<file path="src/rtl/alu_flag_pkg.sv">
package alu_flag_pkg;

    localparam int DATA_W = 32;
    localparam int OP_W   = 3;
    localparam int SIZE_W = 2;
    localparam int NIB_W  = 4;
    localparam int BYTE_W = 8;

    typedef enum logic [OP_W-1:0] {
        OP_ADD = 3'd0,
        OP_ADC = 3'd1,
        OP_SUB = 3'd2,
        OP_SBB = 3'd3,
        OP_AND = 3'd4,
        OP_OR  = 3'd5,
        OP_XOR = 3'd6,
        OP_RSV = 3'd7
    } op_e;

    typedef enum logic [SIZE_W-1:0] {
        SZ_8   = 2'd0,
        SZ_16  = 2'd1,
        SZ_32  = 2'd2,
        SZ_RSV = 2'd3
    } size_e;

    typedef struct packed {
        logic cf;
        logic of;
        logic sf;
        logic zf;
        logic af;
        logic pf;
    } flags_t;

    function automatic int unsigned width_of(size_e s);
        case (s)
            SZ_8:    return 8;
            SZ_16:   return 16;
            default: return DATA_W;
        endcase
    endfunction

    function automatic int unsigned top_bit(size_e s);
        return width_of(s) - 1;
    endfunction

    function automatic logic [DATA_W-1:0] width_mask(size_e s);
        return {DATA_W{1'b1}} >> (DATA_W - width_of(s));
    endfunction

    function automatic logic is_arith(op_e op);
        return (op == OP_ADD) || (op == OP_ADC) || (op == OP_SUB) || (op == OP_SBB);
    endfunction

    function automatic logic is_sub(op_e op);
        return (op == OP_SUB) || (op == OP_SBB);
    endfunction

    function automatic logic uses_cin(op_e op);
        return (op == OP_ADC) || (op == OP_SBB);
    endfunction

endpackage

</file>
<file path="src/rtl/alu_arith.sv">
module alu_arith
    import alu_flag_pkg::*;
#(
    parameter int W = DATA_W
) (
    input  logic [W-1:0] a,
    input  logic [W-1:0] b,
    input  op_e          op,
    input  size_e        size,
    input  logic         cin,
    output logic [W-1:0] res,
    output logic         cout,
    output logic         ovf,
    output logic         nib_c
);
    logic [W-1:0] mask;
    logic [W-1:0] am;
    logic [W-1:0] bm;
    logic [W:0]   full;
    logic [W:0]   c_ext;
    int unsigned  msb;
    logic         sa;
    logic         sb;
    logic         sr;

    always_comb begin
        mask  = width_mask(size);
        msb   = top_bit(size);
        am    = a & mask;
        bm    = b & mask;
        c_ext = {{W{1'b0}}, uses_cin(op) & cin};
        if (is_sub(op))
            full = {1'b0, am} - {1'b0, bm} - c_ext;
        else
            full = {1'b0, am} + {1'b0, bm} + c_ext;
        res   = full[W-1:0] & mask;
        cout  = full[msb+1];
        sa    = am[msb];
        sb    = bm[msb];
        sr    = res[msb];
        if (is_sub(op))
            ovf = (sa != sb) && (sr != sa);
        else
            ovf = (sa == sb) && (sr != sa);
        nib_c = am[NIB_W] ^ bm[NIB_W] ^ res[NIB_W];
    end

endmodule

</file>
<file path="src/rtl/alu_logic.sv">
module alu_logic
    import alu_flag_pkg::*;
#(
    parameter int W = DATA_W
) (
    input  logic [W-1:0] a,
    input  logic [W-1:0] b,
    input  op_e          op,
    input  logic [W-1:0] mask,
    output logic [W-1:0] res
);
    logic [W-1:0] raw;

    always_comb begin
        case (op)
            OP_OR:   raw = a | b;
            OP_XOR:  raw = a ^ b;
            default: raw = a & b;
        endcase
        res = raw & mask;
    end

endmodule

</file>
<file path="src/rtl/alu_flag_calc.sv">
module alu_flag_calc
    import alu_flag_pkg::*;
#(
    parameter int W = DATA_W
) (
    input  op_e          op,
    input  size_e        size,
    input  logic [W-1:0] arith_res,
    input  logic         arith_cout,
    input  logic         arith_ovf,
    input  logic         arith_nib,
    input  logic [W-1:0] logic_res,
    output logic [W-1:0] res,
    output flags_t       flags
);
    logic arith;

    always_comb begin
        arith    = is_arith(op);
        res      = arith ? arith_res : logic_res;
        flags.cf = arith & arith_cout;
        flags.of = arith & arith_ovf;
        flags.af = arith & arith_nib;
        flags.sf = res[top_bit(size)];
        flags.zf = (res == '0);
        flags.pf = ~^res[BYTE_W-1:0];
    end

endmodule

</file>
<file path="src/rtl/flag_reg.sv">
module flag_reg
    import alu_flag_pkg::*;
(
    input  logic   clk,
    input  logic   rst,
    input  logic   we,
    input  flags_t d,
    output flags_t q
);
    always_ff @(posedge clk) begin
        if (rst)
            q <= '0;
        else if (we)
            q <= d;
    end

    // no write enable, no change
    p_hold_r9: assert property (@(posedge clk) disable iff (rst)
        !we |=> $stable(q));

    // a write captures the computed flags
    p_load_r9: assert property (@(posedge clk) disable iff (rst)
        we |=> (q == $past(d)));

endmodule

</file>
<file path="src/rtl/flag_alu.sv">
module flag_alu
    import alu_flag_pkg::*;
#(
    parameter int W = DATA_W
) (
    input  logic         clk,
    input  logic         rst,
    input  logic [W-1:0] opnd_a,
    input  logic [W-1:0] opnd_b,
    input  logic [2:0]   op_sel,
    input  logic [1:0]   size_sel,
    input  logic         carry_in,
    input  logic         flag_we,
    output logic [W-1:0] result,
    output logic         flag_cf,
    output logic         flag_of,
    output logic         flag_sf,
    output logic         flag_zf,
    output logic         flag_af,
    output logic         flag_pf
);
    op_e          op;
    size_e        size;
    logic [W-1:0] mask;
    logic [W-1:0] a_res;
    logic [W-1:0] l_res;
    logic         a_cout;
    logic         a_ovf;
    logic         a_nib;
    flags_t       fl_d;
    flags_t       fl_q;

    assign op   = op_e'(op_sel);
    assign size = size_e'(size_sel);
    assign mask = width_mask(size);

    alu_arith #(.W(W)) u_arith (
        .a     (opnd_a),
        .b     (opnd_b),
        .op    (op),
        .size  (size),
        .cin   (carry_in),
        .res   (a_res),
        .cout  (a_cout),
        .ovf   (a_ovf),
        .nib_c (a_nib)
    );

    alu_logic #(.W(W)) u_logic (
        .a    (opnd_a),
        .b    (opnd_b),
        .op   (op),
        .mask (mask),
        .res  (l_res)
    );

    alu_flag_calc #(.W(W)) u_calc (
        .op         (op),
        .size       (size),
        .arith_res  (a_res),
        .arith_cout (a_cout),
        .arith_ovf  (a_ovf),
        .arith_nib  (a_nib),
        .logic_res  (l_res),
        .res        (result),
        .flags      (fl_d)
    );

    flag_reg u_freg (
        .clk (clk),
        .rst (rst),
        .we  (flag_we),
        .d   (fl_d),
        .q   (fl_q)
    );

    assign flag_cf = fl_q.cf;
    assign flag_of = fl_q.of;
    assign flag_sf = fl_q.sf;
    assign flag_zf = fl_q.zf;
    assign flag_af = fl_q.af;
    assign flag_pf = fl_q.pf;

    // nothing leaks above the selected width
    p_upper_zero_r1: assert property (@(posedge clk) disable iff (rst)
        (result & ~mask) == '0);

    // logical codes leave carry, overflow and nibble carry clear
    p_logic_clear_r8: assert property (@(posedge clk) disable iff (rst)
        !is_arith(op) |-> (!fl_d.cf && !fl_d.of && !fl_d.af));

    // registered zero reflects the result present at the write
    p_zero_r5: assert property (@(posedge clk) disable iff (rst)
        flag_we |=> (flag_zf == ($past(result) == '0)));

    // registered parity reflects the low byte present at the write
    p_parity_r7: assert property (@(posedge clk) disable iff (rst)
        flag_we |=> (flag_pf == ~^$past(result[BYTE_W-1:0])));

endmodule

</file>
<file path="config.mk">
export PLATFORM = sky130hd
export DESIGN_NAME = flag_alu
export DESIGN_NICKNAME = d
export VERILOG_FILES = /design/src/rtl/alu_flag_pkg.sv /design/src/rtl/alu_arith.sv /design/src/rtl/alu_logic.sv /design/src/rtl/alu_flag_calc.sv /design/src/rtl/flag_reg.sv /design/src/rtl/flag_alu.sv
export SDC_FILE = /design/constraint.sdc
export NUM_CORES = 1
export LEC_CHECK = 0
export BUFFER_PORTS_ARGS = -buffer_cell sky130_fd_sc_hd__buf_2
export CAP_MARGIN = 20
export CORE_MARGIN = 2
export CORE_UTILIZATION = 30
export CTS_CLUSTER_DIAMETER = 80
export DETAILED_ROUTE_END_ITERATION = 8
export PLACE_DENSITY_LB_ADDON = 0.12
export RECOVER_POWER = 50
export SLEW_MARGIN = 20
export SYNTH_ARGS = -nofsm -noshare
export SYNTH_HDL_FRONTEND = slang
export SYNTH_SLANG_ARGS = --single-unit
</file>
<file path="constraint.sdc">
create_clock -name clk -period 22.2 [get_ports clk]
set_input_delay 4.44 -clock clk [delete_from_list [all_inputs] [get_ports clk]]
set_output_delay 4.44 -clock clk [all_outputs]
set_load 0.02 [all_outputs]
</file>
# == Word level (Yosys, flattened, before mapping) ==
# Index checks and enable logic that the tools add are counted.
# totals
regBits,6
inputBits,73
output_inout_bits,38
wordCells,64
# classes
add_sub_neg,7
n_lt_le_gt_ge,2
n_eq_ne,9
n_shift,1
muxes,15
bitwise_logic,13
n_reduce_logical,11
# ops
op,count
$and A32 B32 Y32,5
$pmux W32 S2,1
$add A32 B32 Y33,1
$add A33 B1 Y33,1
$mux W33,1
$sub A32 B32 Y33,1
$sub A33 B1 Y33,1
$add A32 B1 Y32 const B,1
$logic_not A32 Y1,1
$lt A32 B6 Y1 const B,1
$lt A32 B7 Y1 const B,1
$mux W32,1
$or A32 B32 Y32,1
$shr A32 B32 Y32 const A,1
$sub A6 B32 Y32 const A,1
$xor A32 B32 Y32,1
$bmux W1 S5,4
$pmux W6 S2,1
$reduce_xnor A8 Y1,1
$sub A6 B1 Y7 const B,1
$bmux W1 S6,1
$eq A3 B2 Y1 const B,2
$eq A3 B3 Y1 const B,2
$mux W1,6
other kinds (10),20

# == Longest topological paths before layout ==
# Gate-level depths: netlist (run 1).
# logic_depth
word_depth,15
depth_mapped,25
ltp_nobuf,20

# == Modules after synthesis ==
# A second synthesis (run 1) with hierarchy kept.
# hier_totals
hier_cells,1076
hier_area_um2,7862.5
# by_module_without_submodules
mod,n_inst,cells_per_inst,area_each_um2,seq_area_each_um2
alu_arith,1,727,4984.8,0.0
alu_logic,1,245,1973.1,0.0
alu_flag_calc,1,79,640.6,0.0
flag_reg,1,19,214.0,120.1
flag_alu,1,6,50.0,0.0

# == Worst setup path after synthesis (run 1) ==
# No wires, ideal clock.
# synth_path
path_kind,input to output
startpoint,input port size_sel[0]
endpoint,output port result[31]
arrival_time_ns,9.357
required_ns,17.760
slack_ns,8.403
cell_stages,21
n_path_buf,5
cell_sequence,nor2_1 > clkinv_1 > clkbuf_1 > ha_1 > buf_6 > clkbuf_1 > clkbuf_1 > nor2_1 > ha_1 > inv_1 > ha_1 > clkbuf_1 > a21oi_1 > o211a_1 > o31a_1 > a31oi_2 > nand3_1 > o211ai_1 > xor2_1 > o21ai_0 > o31ai_2
# synth_between
elab_chain_len,10
word_cells_on_any_way,15
cone_classes,5 x add/sub; 1 x eq/ne; 1 x shift; 3 x mux; 4 x bitwise; 1 x reduce/logical
# synth_rtl
element,line_no,source
start: declaration,flag_alu.sv:11,"input logic [1:0] size_sel,"
$eq A2 B1 Y1 or $logic_not A2 Y1 (tied branches),alu_flag_pkg.sv:37,case (s)
$pmux W6 S2 *,alu_flag_pkg.sv:37,
$sub A6 B32 Y32 *,alu_flag_pkg.sv:49,return {DATA_W{1'b1}} >> (DATA_W - width_of(s));
$shr A32 B32 Y32 *,alu_flag_pkg.sv:49,
"$and A32 B32 Y32, on equally long branches","alu_arith.sv:29, alu_arith.sv:30",
$add A32 B32 Y33 or $sub A32 B32 Y33 (tied branches),"alu_arith.sv:35, alu_arith.sv:33",
$add A33 B1 Y33 or $sub A33 B1 Y33 (tied branches),"alu_arith.sv:35, alu_arith.sv:33",
$mux W33,alu_arith.sv:32,if (is_sub(op))
$and A32 B32 Y32,alu_arith.sv:36,res = full[W-1:0] & mask;
$mux W32 *,alu_flag_calc.sv:20,res = arith ? arith_res : logic_res;
end: declaration,flag_alu.sv:14,"output logic [W-1:0] result,"
# Mark *: on every way between the ends. The rest lies on a longest branch, timed or not.

# == Worst setup path after layout (run 1) ==
# layout_path
startpoint,input port size_sel[1]
endpoint,output port result[31]
# The elaborated chain is that of the path after synthesis.

==> results.yml, run 1 <==
run_status:
  status: "finished, violations left"
  violations: "max-capacitance violations, max-slew violations"
floorplan:
  start_util: 0.303
  io_pins: 111
  rows: 60
  fp.dieW_um: 169
  die_h_um: 169
  coreArea_um2: 26800
  fp.dieArea_um2: 28400
pwr:
  peakVddDrop_mv: 0.0265
  p_comb_frac: 0.894
  p_total_mw: 0.396
  intPower_mw: 0.170
  power_density_nw_per_um2: 44.3
  power_switching_mw: 0.226
  clockPowerShare: 0.073
  switching_share: 0.572
  leakage_nw: 4.31
  sequentialPowerShare: 0.033
cells_and_area:
  fin_util: 0.334
  final_cells: 1559
  final_cell_mix: "inv_1 (169), ha_1 (153), buf_2 (99)"
  layout_commonest_cell: "inv_1"
  reg_top3: "u_freg.q x6"
  largest_reg_flops: 6
  nets: 1449
  layout-drive-gt1-share: 0.153
  largest-register: "u_freg.q"
  syn2layout_area_growth_pct: 10.0
global_routing:
  grt_pass1_wl_mm: 44.9
  grt.overflow.total: 0
  track_usage: 0.197
  antenna_found_initial: 1
  grt_start_max_net_pins: 61
  grt_pass1_vias: 8185
cts:
  cts_resized: 0
  clk_pin_slew_ps: 30
  clock-root-buffer: "clkbuf_16"
  cts_tree: "done"
  clk_latency_ps: 230
  clock_sinks: 6
  holdBufCountCts: 0
  post-cts-setup-buffer-count: 0
  cts_buffer_depth: 2
  htreeDepth: 1
  cts_made_buffers: 3
yosys:
  syn_avg_cell_area_um2: 7.10
  yosysUniqueCellTypes: 107
  ys_seq_area_frac: 0.0148
  synth_edf_count: 0
  synthArstFlopShare: 0
  yosysWarnings: 0
  netlist_top_cells_area: "ha_1 (24%), inv_1 (7.8%), a21oi_1 (5.2%), nand2_1 (4.4%), nor2_1 (4.2%)"
  synthFlopType: "dfxtp_1"
  syn_nets: 1375
  synthDominantCellAreaShare: 0.236
  synth_top_cell_by_area: "ha_1"
  netlist_instances: 1145
  synth.ff_latch_count: 6
  syn_area_um2: 8130
timing:
  rsz0062_at_grt: "no"
  timing.hold.ws_ps: 468
  worst_pin_slew_ps: 2960
  setup_viol: 0
  fin_crit_sh: 0.678
  finClkSkew_ps: 0
  period_needed_ps: 15060
  fmax_mhz: 66.4
  setup_tns_ps: 0
  hold_viol: 0
  maxSlewHeadroom: -0.973
  drv_slew: 94
critical_path:
  cp.arrival_ps: 10620
  crit_path_start_kind: "primary input"
  crit_required_ps: 17760
  worstSetupEndpointType: "output port"
  crit_type: "in2out"
  cp_max_fo: 32
drt:
  first_pass_iters: 5
  vias_per_cell: 5.31
  vias: 8276
  routedWlPerCell_um: 18.2
  ant_nets: 0
  drc: 0
  drt_iter0_markers: 480
  routed_wirelength_mm: 28.4
min_path:
  hold_path_class: "reg2reg"
place:
  dp.cells: 1555
  place_congestion: 0.861
  dp.final_hpwl_mm: 23.2
  io_buffers: 110
run:
  max_cap_viol_count: 2
-- worst paths after layout --
kind / cells after the start / start / slack [ps] / to
setup / recovery: 19 / size_sel[1] / 7140 / result[31]
hold / removal: 2 / u_freg.q[5]$_SDFFE_PP0P_ / 470 / u_freg.q[5]$_SDFFE_PP0P_
setup reg to reg: 2 / u_freg.q[4]$_SDFFE_PP0P_ / 21490 / u_freg.q[4]$_SDFFE_PP0P_
hold reg to reg: 2 / u_freg.q[5]$_SDFFE_PP0P_ / 470 / u_freg.q[5]$_SDFFE_PP0P_
-- synth_stat cells, types with 19 or more instances --
master,count
xnor2_1,31
inv_1,169
a21oi_1,85
clkbuf_1,30
nand3_1,21
nand2_1,96
nand2b_1,21
nor3_1,28
ha_1,153
o211ai_1,19
o21ai_0,60
mux2i_1,23
nor2_1,92
-- cell families after synthesis --
| logic type | after synthesis | synth area share |
|---|---|---|
| compound gates | 332 | 0.308 |
| xor+xnor | 45 | 0.0485 |
| buf+inv | 225 | 0.115 |
| simple gates | 340 | 0.210 |
| fa+ha+maj | 157 | 0.245 |
| flops | 6 | 0.0148 |
| mux | 40 | 0.0588 |
-- through the flow --
step                      setup WS [ps]  cell area, µm²
after floorplan                    8400            8130
after global placement             8280            8900
after detailed placement           8150            8900
after CTS                          8120            8980
after global routing               6520            8940
final                              7140            8940
-- power groups by stage --
stage / clock, mW / sequential (mW) / combinational (mW)
after CTS: 0.0301 / 0.0129 / 0.356
after global routing: 0.0307 / 0.0130 / 0.392
after floorplan: 0 / 0.0148 / 0.260
after detailed placement: 0 / 0.0131 / 0.354
after global placement: 0 / 0.0132 / 0.355
final: 0.0291 / 0.0129 / 0.354
-- final cells by class --
type	count	area (µm²)
antenna	1	2.50
clock buffer	3	75.1
fill	2978	17900
inverter	173	651
multi-input combinational	914	7060
sequential	6	120
tap	341	427
timing repair buffer	121	608
-- critical path: stages --
cell	delay, ps
buf_2	130
nor2_1	130
clkinv_1	530
ha_1	530
clkbuf_1	1110
nor2_1	200
ha_1	500
inv_2	110
ha_1	530
a21oi_1	230
o211a_1	190
o31a_1	300
a31oi_2	310
nand3_1	120
o211ai_1	230
xor2_1	150
o21ai_0	130
o31ai_1	490
buf_2	260
-- layer usage --
layer	global-route usage	wire length [µm]
met1	0.273	13700
met2	0.337	13100
met3	0.0131	1030
met4	0.0397	590
met5	0	0
No activity file was read; power rests on OpenSTA's default activity.
==> inputs of run 2 (changes only) <==
clock period = 15.4 ns   (was 22.2 ns; I/O delays follow)
==> run 2 against run 1 <==
The run still ends with max-capacitance violations, max-slew violations left. Hold slack lost 9.1 ps. Design area about the same. Clock power increased by 42%. Cell count unchanged. Via count rose by 0.31%. Utilization barely moved. Sequential share of layout area about the same. Global-route usage about the same. Worst setup slack worse by 4000 ps. Routed wire length fell by 0.27%. First-iteration DRC count is 7.5% lower. Largest power group unchanged. Highest routed layer unchanged.
==> results.yml, run 2 (synthesized netlist as in run 1, its figures left out) <==
cts:
  clk_pin_slew_ps: 30
  cts_made_buffers: 3
  htreeDepth: 1
  cts_tree: "done"
  clock_sinks: 6
  post-cts-setup-buffer-count: 0
  cts_resized: 0
  clk_latency_ps: 230
  holdBufCountCts: 0
  clock-root-buffer: "clkbuf_16"
  cts_buffer_depth: 2
drt:
  drc: 0
  vias_per_cell: 5.33
  routed_wirelength_mm: 28.3
  wl_met2_mm: 13.1
  drt_iter0_markers: 444
  vias: 8302
  routedWlPerCell_um: 18.2
  ant_nets: 0
  wl_met1_mm: 13.7
  wl_met3_mm: 1.10
  routed.top_layer: "met4"
  first_pass_iters: 5
run_status:
  violations: "max-capacitance violations, max-slew violations"
  status: "finished, violations left"
pwr:
  clockPowerShare: 0.072
  power_switching_mw: 0.326
  leakage_nw: 4.31
  p_comb_frac: 0.895
  power_density_nw_per_um2: 63.7
  sequentialPowerShare: 0.033
  switching_share: 0.571
  intPower_mw: 0.244
  peakVddDrop_mv: 0.0293
critical_path:
  crit_type: "in2out"
  timing.rr.end: "u_freg.q[4]$_SDFFE_PP0P_"
  slowest_delay_ps: 1060
  cp.arrival_ps: 9230
  worst-r2r-cell-count: 2
  cp_num_buf_inv: 5
  cp_max_fo: 32
  cp_cell_sequence: "buf_2, nor2_1, clkinv_1, ha_1, clkbuf_1, nor2_1, ha_1, inv_2, ha_1, a21oi_1, o211a_1, o31a_1, a31oi_1, nand3_1, o211ai_1, xor2_1, o21ai_0, o31ai_2, buf_2"
  critPathTopFamily: "buffers and inverters"
  cpMostUsedCell: "ha_1"
  crit_required_ps: 12320
  worstSetupEndpointType: "output port"
  r2r_start: "u_freg.q[4]$_SDFFE_PP0P_"
  ff2ff_setup_slack_ps: 14690
  slowest_stage: "clkbuf_1"
  crit_path_start_kind: "primary input"
global_routing:
  grt_start_max_net_pins: 61
  grt.overflow.total: 0
  grt_pass1_vias: 8131
  antenna_found_initial: 2
  grt_pass1_wl_mm: 44.9
  track_usage: 0.197
timing:
  hold_viol: 0
  setup_tns_ps: 0
  period_needed_ps: 12310
  drv_slew: 61
  worst_pin_slew_ps: 3070
  fin_crit_sh: 0.799
  setup_slack_ps: 3090
  rsz0062_at_grt: "no"
  maxSlewHeadroom: -1.05
  fmax_mhz: 81.2
  finClkSkew_ps: 0
  setup_viol: 0
  timing.hold.ws_ps: 459
place:
  pre_cts_slack_ps: 4060
  dp.cells: 1555
  dp.final_hpwl_mm: 23.2
  place_congestion: 0.860
  io_buffers: 110
floorplan:
  rows: 60
  coreArea_um2: 26800
  start_util: 0.303
  fp.dieW_um: 169
  die_h_um: 169
  fp.dieArea_um2: 28400
  io_pins: 111
min_path:
  hold_path_startpoint: "u_freg.q[2]$_SDFFE_PP0P_"
  hold_path_class: "reg2reg"
  hold-path-cell-count: 1
  min_to: "u_freg.q[2]$_SDFFE_PP0P_"
cells_and_area:
  nets: 1449
  layout_commonest_cell: "inv_1"
  seq_area_um2: 120
  multi_input_area_um2: 7060
  reg_top3: "u_freg.q x6"
  largest-register: "u_freg.q"
  final_cell_mix: "inv_1 (169), ha_1 (153), buf_2 (99)"
  syn2layout_area_growth_pct: 10.0
  nFillCells: 2985
  fin_util: 0.334
  final_cells: 1559
  largest_reg_flops: 6
  layout-drive-gt1-share: 0.153
run:
  max_cap_viol_count: 1
[run 2: cell types whose count changed in the layout (fill, tap and decap cells not counted)]
cell,delta
a211oi_2,+1
nor4_2,-1
o31ai_2,+1
a211oi_1,-1
a31oi_1,+1
a31oi_2,-1
o31ai_1,-1
nor4_1,+1
[run 2: layout make-up]
cell class | instances | share of cell area
Sequential cell | 6 | 0.0134
Timing Repair Buffer | 121 | 0.0680
Antenna cell | 1 | 0.000280
Inverter | 173 | 0.0728
Multi-Input combinational cell | 914 | 0.789
Tap cell | 341 | 0.0477
Clock buffer | 3 | 0.00840
[run 2: how the worst max path moves through the flow]
| stage | startpoint | cells past startpoint | end |
|---|---|---|---|
| 4_1_cts | size_sel[1] | 19 | result[31] |
| 6_report | size_sel[1] | 19 | result[31] |
| 3_5_place_dp | size_sel[1] | 19 | result[31] |
| 2_1_floorplan | size_sel[0] | 21 | result[31] |
| 5_1_grt | size_sel[1] | 19 | result[31] |
| 3_3_place_gp | size_sel[1] | 19 | result[31] |
[run 2: power by group through the flow]
stage	Combinational [mW]	Sequential (mW)	Clock (mW)
2_1_floorplan	0.375	0.0214	0
3_3_place_gp	0.511	0.0190	0
3_5_place_dp	0.509	0.0190	0
4_1_cts	0.513	0.0188	0.0431
5_1_grt	0.565	0.0190	0.0434
6_report	0.510	0.0188	0.0412
[run 2: stage by stage]
stage / power, mW / instance area, µm²
floorplan: 0.396 / 8130
global placement: 0.530 / 8900
detailed placement: 0.528 / 8900
CTS: 0.575 / 8980
global route: 0.627 / 8940
finish: 0.570 / 8940
[run 2: routing by layer]
| metal | track usage | vias up |
|---|---|---|
| li1 | - | 4186 |
| met1 | 0.273 | 3895 |
| met2 | 0.340 | 195 |
| met3 | 0.0138 | 26 |
| met4 | 0.0330 | 0 |
| met5 | 0 | - |
